--- src/rtl/burst_seq_pkg.sv ---
package burst_seq_pkg;
    localparam int LO_W = 2;

    typedef enum logic [1:0] {
        CMD_HOLD = 2'd0,
        CMD_STEP = 2'd1,
        CMD_LOAD = 2'd2
    } burst_cmd_e;
endpackage

--- src/rtl/burst_cmd_decode.sv ---
module burst_cmd_decode
    import burst_seq_pkg::*;
(
    input  logic       strobe_p_n,
    input  logic       strobe_c_n,
    input  logic       adv_n,
    output burst_cmd_e cmd
);
    // A strobe outranks advance; advance outranks suspend.
    always_comb begin
        if (!strobe_p_n || !strobe_c_n) begin
            cmd = CMD_LOAD;
        end else if (!adv_n) begin
            cmd = CMD_STEP;
        end else begin
            cmd = CMD_HOLD;
        end
    end

    always_comb begin
        assert_load_priority_R3: assert ((strobe_p_n && strobe_c_n) || cmd == CMD_LOAD);
    end
endmodule

--- src/rtl/burst_beat_counter.sv ---
module burst_beat_counter
    import burst_seq_pkg::*;
#(
    parameter int ADDR_W = 8
) (
    input  logic              clk,
    input  logic              rst,
    input  burst_cmd_e        cmd,
    input  logic [ADDR_W-1:0] addr_in,
    output logic [ADDR_W-1:0] base_q,
    output logic [LO_W-1:0]   beat_q
);
    always_ff @(posedge clk) begin
        if (rst) begin
            base_q <= '0;
            beat_q <= '0;
        end else begin
            unique case (cmd)
                CMD_LOAD: begin
                    base_q <= addr_in;
                    beat_q <= '0;
                end
                CMD_STEP: beat_q <= beat_q + 1'b1;
                CMD_HOLD: beat_q <= beat_q;
                default:  beat_q <= beat_q;
            endcase
        end
    end

    assert_step_wraps_R4: assert property (@(posedge clk) disable iff (rst)
        (cmd == CMD_STEP) |=> (beat_q == LO_W'($past(beat_q) + 1'b1)));

    assert_base_kept_R6: assert property (@(posedge clk) disable iff (rst)
        (cmd != CMD_LOAD) |=> $stable(base_q));
endmodule

--- src/rtl/burst_order_map.sv ---
module burst_order_map
    import burst_seq_pkg::*;
(
    input  logic [LO_W-1:0] start_lo,
    input  logic [LO_W-1:0] beat,
    input  logic            mode,
    output logic [LO_W-1:0] lo
);
    logic [LO_W-1:0] lo_linear;
    logic [LO_W-1:0] lo_interleave;

    always_comb begin
        lo_linear     = start_lo + beat;
        lo_interleave = start_lo ^ beat;
        lo            = mode ? lo_interleave : lo_linear;
    end

    // Beat zero is the starting word in both orders.
    always_comb begin
        assert_first_beat_start_R2: assert (beat != '0 || lo == start_lo);
    end
endmodule

--- src/rtl/burst_addr_seq.sv ---
module burst_addr_seq
    import burst_seq_pkg::*;
#(
    parameter int ADDR_W = 8
) (
    input  logic              clk,
    input  logic              rst,
    input  logic              strobe_p_n,
    input  logic              strobe_c_n,
    input  logic              adv_n,
    input  logic              mode,
    input  logic [ADDR_W-1:0] addr_in,
    output logic [ADDR_W-1:0] addr_out,
    output logic [1:0]        beat
);
    burst_cmd_e        cmd;
    logic [ADDR_W-1:0] base_q;
    logic [LO_W-1:0]   beat_q;
    logic [LO_W-1:0]   lo;

    burst_cmd_decode i_decode (
        .strobe_p_n (strobe_p_n),
        .strobe_c_n (strobe_c_n),
        .adv_n      (adv_n),
        .cmd        (cmd)
    );

    burst_beat_counter #(.ADDR_W(ADDR_W)) i_counter (
        .clk     (clk),
        .rst     (rst),
        .cmd     (cmd),
        .addr_in (addr_in),
        .base_q  (base_q),
        .beat_q  (beat_q)
    );

    burst_order_map i_order (
        .start_lo (base_q[LO_W-1:0]),
        .beat     (beat_q),
        .mode     (mode),
        .lo       (lo)
    );

    always_comb begin
        addr_out = {base_q[ADDR_W-1:LO_W], lo};
        beat     = beat_q;
    end

    assert_reset_clears_R1: assert property (@(posedge clk)
        rst |=> (addr_out == '0 && beat == 2'd0));

    assert_strobe_loads_R2: assert property (@(posedge clk) disable iff (rst)
        (!strobe_p_n || !strobe_c_n) |=> (addr_out == $past(addr_in) && beat == 2'd0));

    assert_suspend_holds_R5: assert property (@(posedge clk) disable iff (rst)
        (strobe_p_n && strobe_c_n && adv_n) |=>
            ($stable(beat) && (!$stable(mode) || $stable(addr_out))));

    assert_upper_no_carry_R6: assert property (@(posedge clk) disable iff (rst)
        (strobe_p_n && strobe_c_n) |=> $stable(addr_out[ADDR_W-1:LO_W]));
endmodule

--- config.mk ---
export PLATFORM = sky130hd
export DESIGN_NAME = burst_addr_seq
export DESIGN_NICKNAME = d
export VERILOG_FILES = /design/src/rtl/burst_seq_pkg.sv /design/src/rtl/burst_cmd_decode.sv /design/src/rtl/burst_beat_counter.sv /design/src/rtl/burst_order_map.sv /design/src/rtl/burst_addr_seq.sv
export SDC_FILE = /design/constraint.sdc
export NUM_CORES = 1
export LEC_CHECK = 0
export BUFFER_PORTS_ARGS = -buffer_cell sky130_fd_sc_hd__buf_4
export CAP_MARGIN = 10
export CORE_AREA = 2 2 39 41
export DETAILED_ROUTE_END_ITERATION = 12
export DIE_AREA = 0 0 41 43
export MAX_ROUTING_LAYER = met4
export PLACE_DENSITY_LB_ADDON = 0.05
export SYNTH_ARGS = -nofsm -noshare
export SYNTH_HDL_FRONTEND = slang
export SYNTH_HIERARCHICAL = 1
export SYNTH_SLANG_ARGS = --single-unit
--- constraint.sdc ---
create_clock -name clk -period 3.2 [get_ports clk]
set_input_delay 0.64 -clock clk [delete_from_list [all_inputs] [get_ports clk]]
set_output_delay 0.64 -clock clk [all_outputs]
set_load 0.03 [all_outputs]
Yosys cells after proc, flatten, opt, wreduce, memory -nomap -nowiden
Index checks and enable logic that the tools add are counted.

storage, ports and cells
  register bits after elaboration = 10
  bits in latches = 0
  RAM bits = 0
  bits in read-only memories = 0
  output and inout bits = 10
  logic and storage cells = 15
  memories kept = 0

cells by class
  add/subtract/negate cells = 2
  $mul = 0
  div/mod/pow operators = 0
  $lt $le $gt $ge = 0
  equality and inequality tests = 2
  shift-type cells = 0
  mux-type cells = 4
  bitwise operators = 1
  reduce and logical (&&, ||, !) cells = 4

operator list
  operator                                                         number
  2-bit two-way mux                                                2
  2-bit case mux with 2 select lines                               1
  2-bit by 1-bit adder with 2-bit output, second input constant    1
  2-bit adder                                                      1
  2-bit by 1-bit == test with 1-bit output, second input constant  1
  2-bit == test, second input constant                             1
  1-bit zero test                                                  2
  2-bit nonzero test                                               1
  2-bit XOR                                                        1
  1-bit logical OR                                                 1
  1-bit two-way mux                                                1

Longest topological paths before layout
  depth in word-level cells = 5
  gate-level depth with buffers = 6
  gate-level depth less buffers = 6

Modules after synthesis
The synthesis kept the hierarchy.

modules (own cells, without submodules)
  module              instances  cells an instance  area an instance (µm²)  sequential area each (µm²)
  burst_beat_counter  1          39                 402.9                   200.2
  burst_order_map     1          4                  36.3                    0.0
  burst_cmd_decode    1          2                  12.5                    0.0

Worst setup path before layout
Ideal clock, no wire load.

  path kind = register to output
  start point = register i_counter.beat_q[0]
  end point = output port addr_out[1]
  data arrival time = 1.320 ns
  slack = 1.240 ns
  cell stages (with the launch flop) = 4
  path through = dfxtp_1 ha_1 nor2b_1 xnor2_1

between the ends
  cells in the longest elaborated chain, start to end = 2

RTL lines
  item                    line                      source
  start, declared         burst_beat_counter.sv:11  output logic [LO_W-1:0] beat_q
  start signal, assigned  burst_beat_counter.sv:23  CMD_STEP: beat_q <= beat_q + 1'b1;
  start signal, assigned  burst_beat_counter.sv:24  CMD_HOLD: beat_q <= beat_q;
  start signal, assigned  burst_beat_counter.sv:25  default: beat_q <= beat_q;
  2-bit adder             burst_order_map.sv:13     lo_linear = start_lo + beat;
  2-bit two-way mux       burst_order_map.sv:15     lo = mode ? lo_interleave : lo_linear;
  end, declared           burst_addr_seq.sv:13      output logic [ADDR_W-1:0] addr_out,

Every way passes these cells.

Worst setup path in the final report
Same ends and word-level chain as after synthesis.

==> metrics.cfg <==
[status]
outcome=finished clean

[finish]
nFillCells=145
syn_to_final_growth_pct=47.09
layout_common_cells=buf_4, dfxtp_1, nor2_1, mux2i_1
utilization=0.4801
final_common_cell=buf_4
multi_input_area_sq_um=227.7
nNetsFinal=88
register_area_sq_um=200.2
antenna_cells=0
fin_cells=86
final_layout_size_suffix_gt1_frac=0.3857

[placed_design]
post-dp-hpwl_microns=666.2
gp_congestion=0.5668
dp_cells=82
portBuffers=23
place_ws_ns=1.320

[job]
cap_violations=0

[clocking]
h-tree-depth=1
cts_tree=yes
cts_resized=0
cts.clk_slew.worst_paths_ns=0.06
clock-root-buffer=clkbuf_4
cts_hold_buf=0
cts_setup_buffers=0
clkSinkCount=10
cts_buffer_depth=2
clock_latency_ns=0.26
cts_buffers=3

[timing]
slew_violations=0
worst_pin_slew_ns=0.4737
rsz0062_at_grt=false
setup_violations=0
timing.fmax_mhz=513.8
fin_skew_ns=0.001218
finalCritPeriodShare=0.6082
hold_violations=0
whs_ns=0.4924
fin_crit_ns=1.946
finalSetupTns_ns=0
max_slew_margin=0.6842
fin_ws_ns=1.254

[global_route]
grt_start_max_net_pins=11
grt_pass1_wl_microns=1276
gr-total-overflow=0
grt_pass1_vias=323
antenna_found_initial=0
track_usage=0.1111

[pwr]
p_leak_nw=0.3536
vdd_ir_drop_max_mv=0.2343
power_density_nw_per_um2=461.2

[worst_setup_path]
path_cells=ha_1, nor2b_1, xnor2_1, buf_4
crit_buf_inv=1
crit_slowest_cell=dfxtp_1
crit_family=flip-flops
endpoint_kind=output port
crit_type=reg2out
cp-start-kind=flop
cp.required_ns=2.56
arrival_ns=1.31
path_max_fanout=6
worst_path_largest_cell_delay_ns=0.43

[logic_synthesis]
syn_nets=62
synth_top_family_by_area=multiplexers
synth_xor_area_frac=0.03878
yosysSeqAreaShare=0.4432
synth-simple-area-share=0.1717
synth.distinct_cells=15
synth_compound_area_frac=0.03324
yosys-mux-area-fraction=0.1773
yosysWarnings=6
synthAdderAreaFrac=0.08310
synth_area_per_cell_sq_um=10.04
ys_seq_elements=10
synth_cells=45
synth_area_sq_um=451.7

[drt]
remaining_drc_errors=0
firstDrtPassIters=4
wl_per_cell_microns=9.814
vias=375
routed_wl_microns=844
viasPerCell=4.360
postRouteAntennaNets=0
drt_iter0_markers=7

[die]
dieArea_sq_um=1763
core_area_sq_um=1384
rows=14
ios=24
fp.dieH_microns=43
die_w_microns=41
start_util=0.3264

[worst_hold_path]
hp-class=reg2reg

[cell usage after synthesis]
library cell | n | area (sq um)
xnor2_1 | 2 | 17.52
and3b_1 | 1 | 8.760
mux2i_1 | 8 | 80.08
nor2b_1 | 2 | 12.51
o21ai_0 | 1 | 5.000
a21oi_1 | 2 | 10.01
nor3b_1 | 1 | 7.510
nand4bb_1 | 1 | 11.26
inv_1 | 2 | 7.510
buf_6 | 1 | 11.26
nand2_1 | 1 | 3.750
dfxtp_1 | 10 | 200.2
ha_1 | 3 | 37.54
nor2_1 | 9 | 33.78
clkbuf_2 | 1 | 5.000
[cells by family after synthesis]
family,after synthesis
and+or+nand+nor,15
DFF,10
buffers and inverters,4
xor gates and xnor gates,2
muxes,8
adders and majority gates,3
AOI/OAI and AO/OA,3
[power breakdown]
group | switching, mW | total [mW] | internal (mW)
clock network | 0.0412 | 0.110 | 0.0690
registers | 0.00368 | 0.135 | 0.132
logic | 0.0307 | 0.0609 | 0.0302
[sequential cells by signal (all words and copies together), names as in the netlist]
name and flops:
i_counter/beat_q 2, i_counter/base_q 8
[worst min-delay path: stages (launching register included)]
cell	delay [ns]
dfxtp_1	0.32
mux2i_1	0.06
nor2_1	0.07
[per-layer routing]
metal	track usage	vias to the layer above	part of all wire
met5	-	-	0
met4	0.08000	0	0.0047
met3	0.03141	2	0.070
met2	0.1563	12	0.49
met1	0.1291	162	0.43
li1	-	199	-
[final cells by class]
| type | count | area share |
|---|---|---|
| tap | 16 | 0.03013 |
| sequential | 10 | 0.3013 |
| multi-input combinational | 31 | 0.3427 |
| clock buffer | 4 | 0.05461 |
| inverter | 2 | 0.01130 |
| timing repair buffer | 23 | 0.2599 |
[final timing paths]
check                                          from             endpoint  slack, ns  cells after the start
worst min-delay path            i_counter/base_q[7]  i_counter/base_q[7]       0.49                      2
worst max-delay path            i_counter/beat_q[0]          addr_out[1]       1.25                      4
worst max register to register  i_counter/beat_q[0]  i_counter/beat_q[1]       2.38                      3
worst min register to register  i_counter/base_q[7]  i_counter/base_q[7]       0.49                      2
[per-stage QoR]
| stage | power, mW | area (sq um) |
|---|---|---|
| 2_1_floorplan | 0.1757 | 451.7 |
| 6_report | 0.3064 | 664.4 |
| 5_1_grt | 0.3248 | 664.4 |
| 3_5_place_dp | 0.2001 | 628.1 |
| 3_3_place_gp | 0.1998 | 628.1 |
| 4_1_cts | 0.3132 | 664.4 |
No activity file was read; power rests on OpenSTA's default activity.
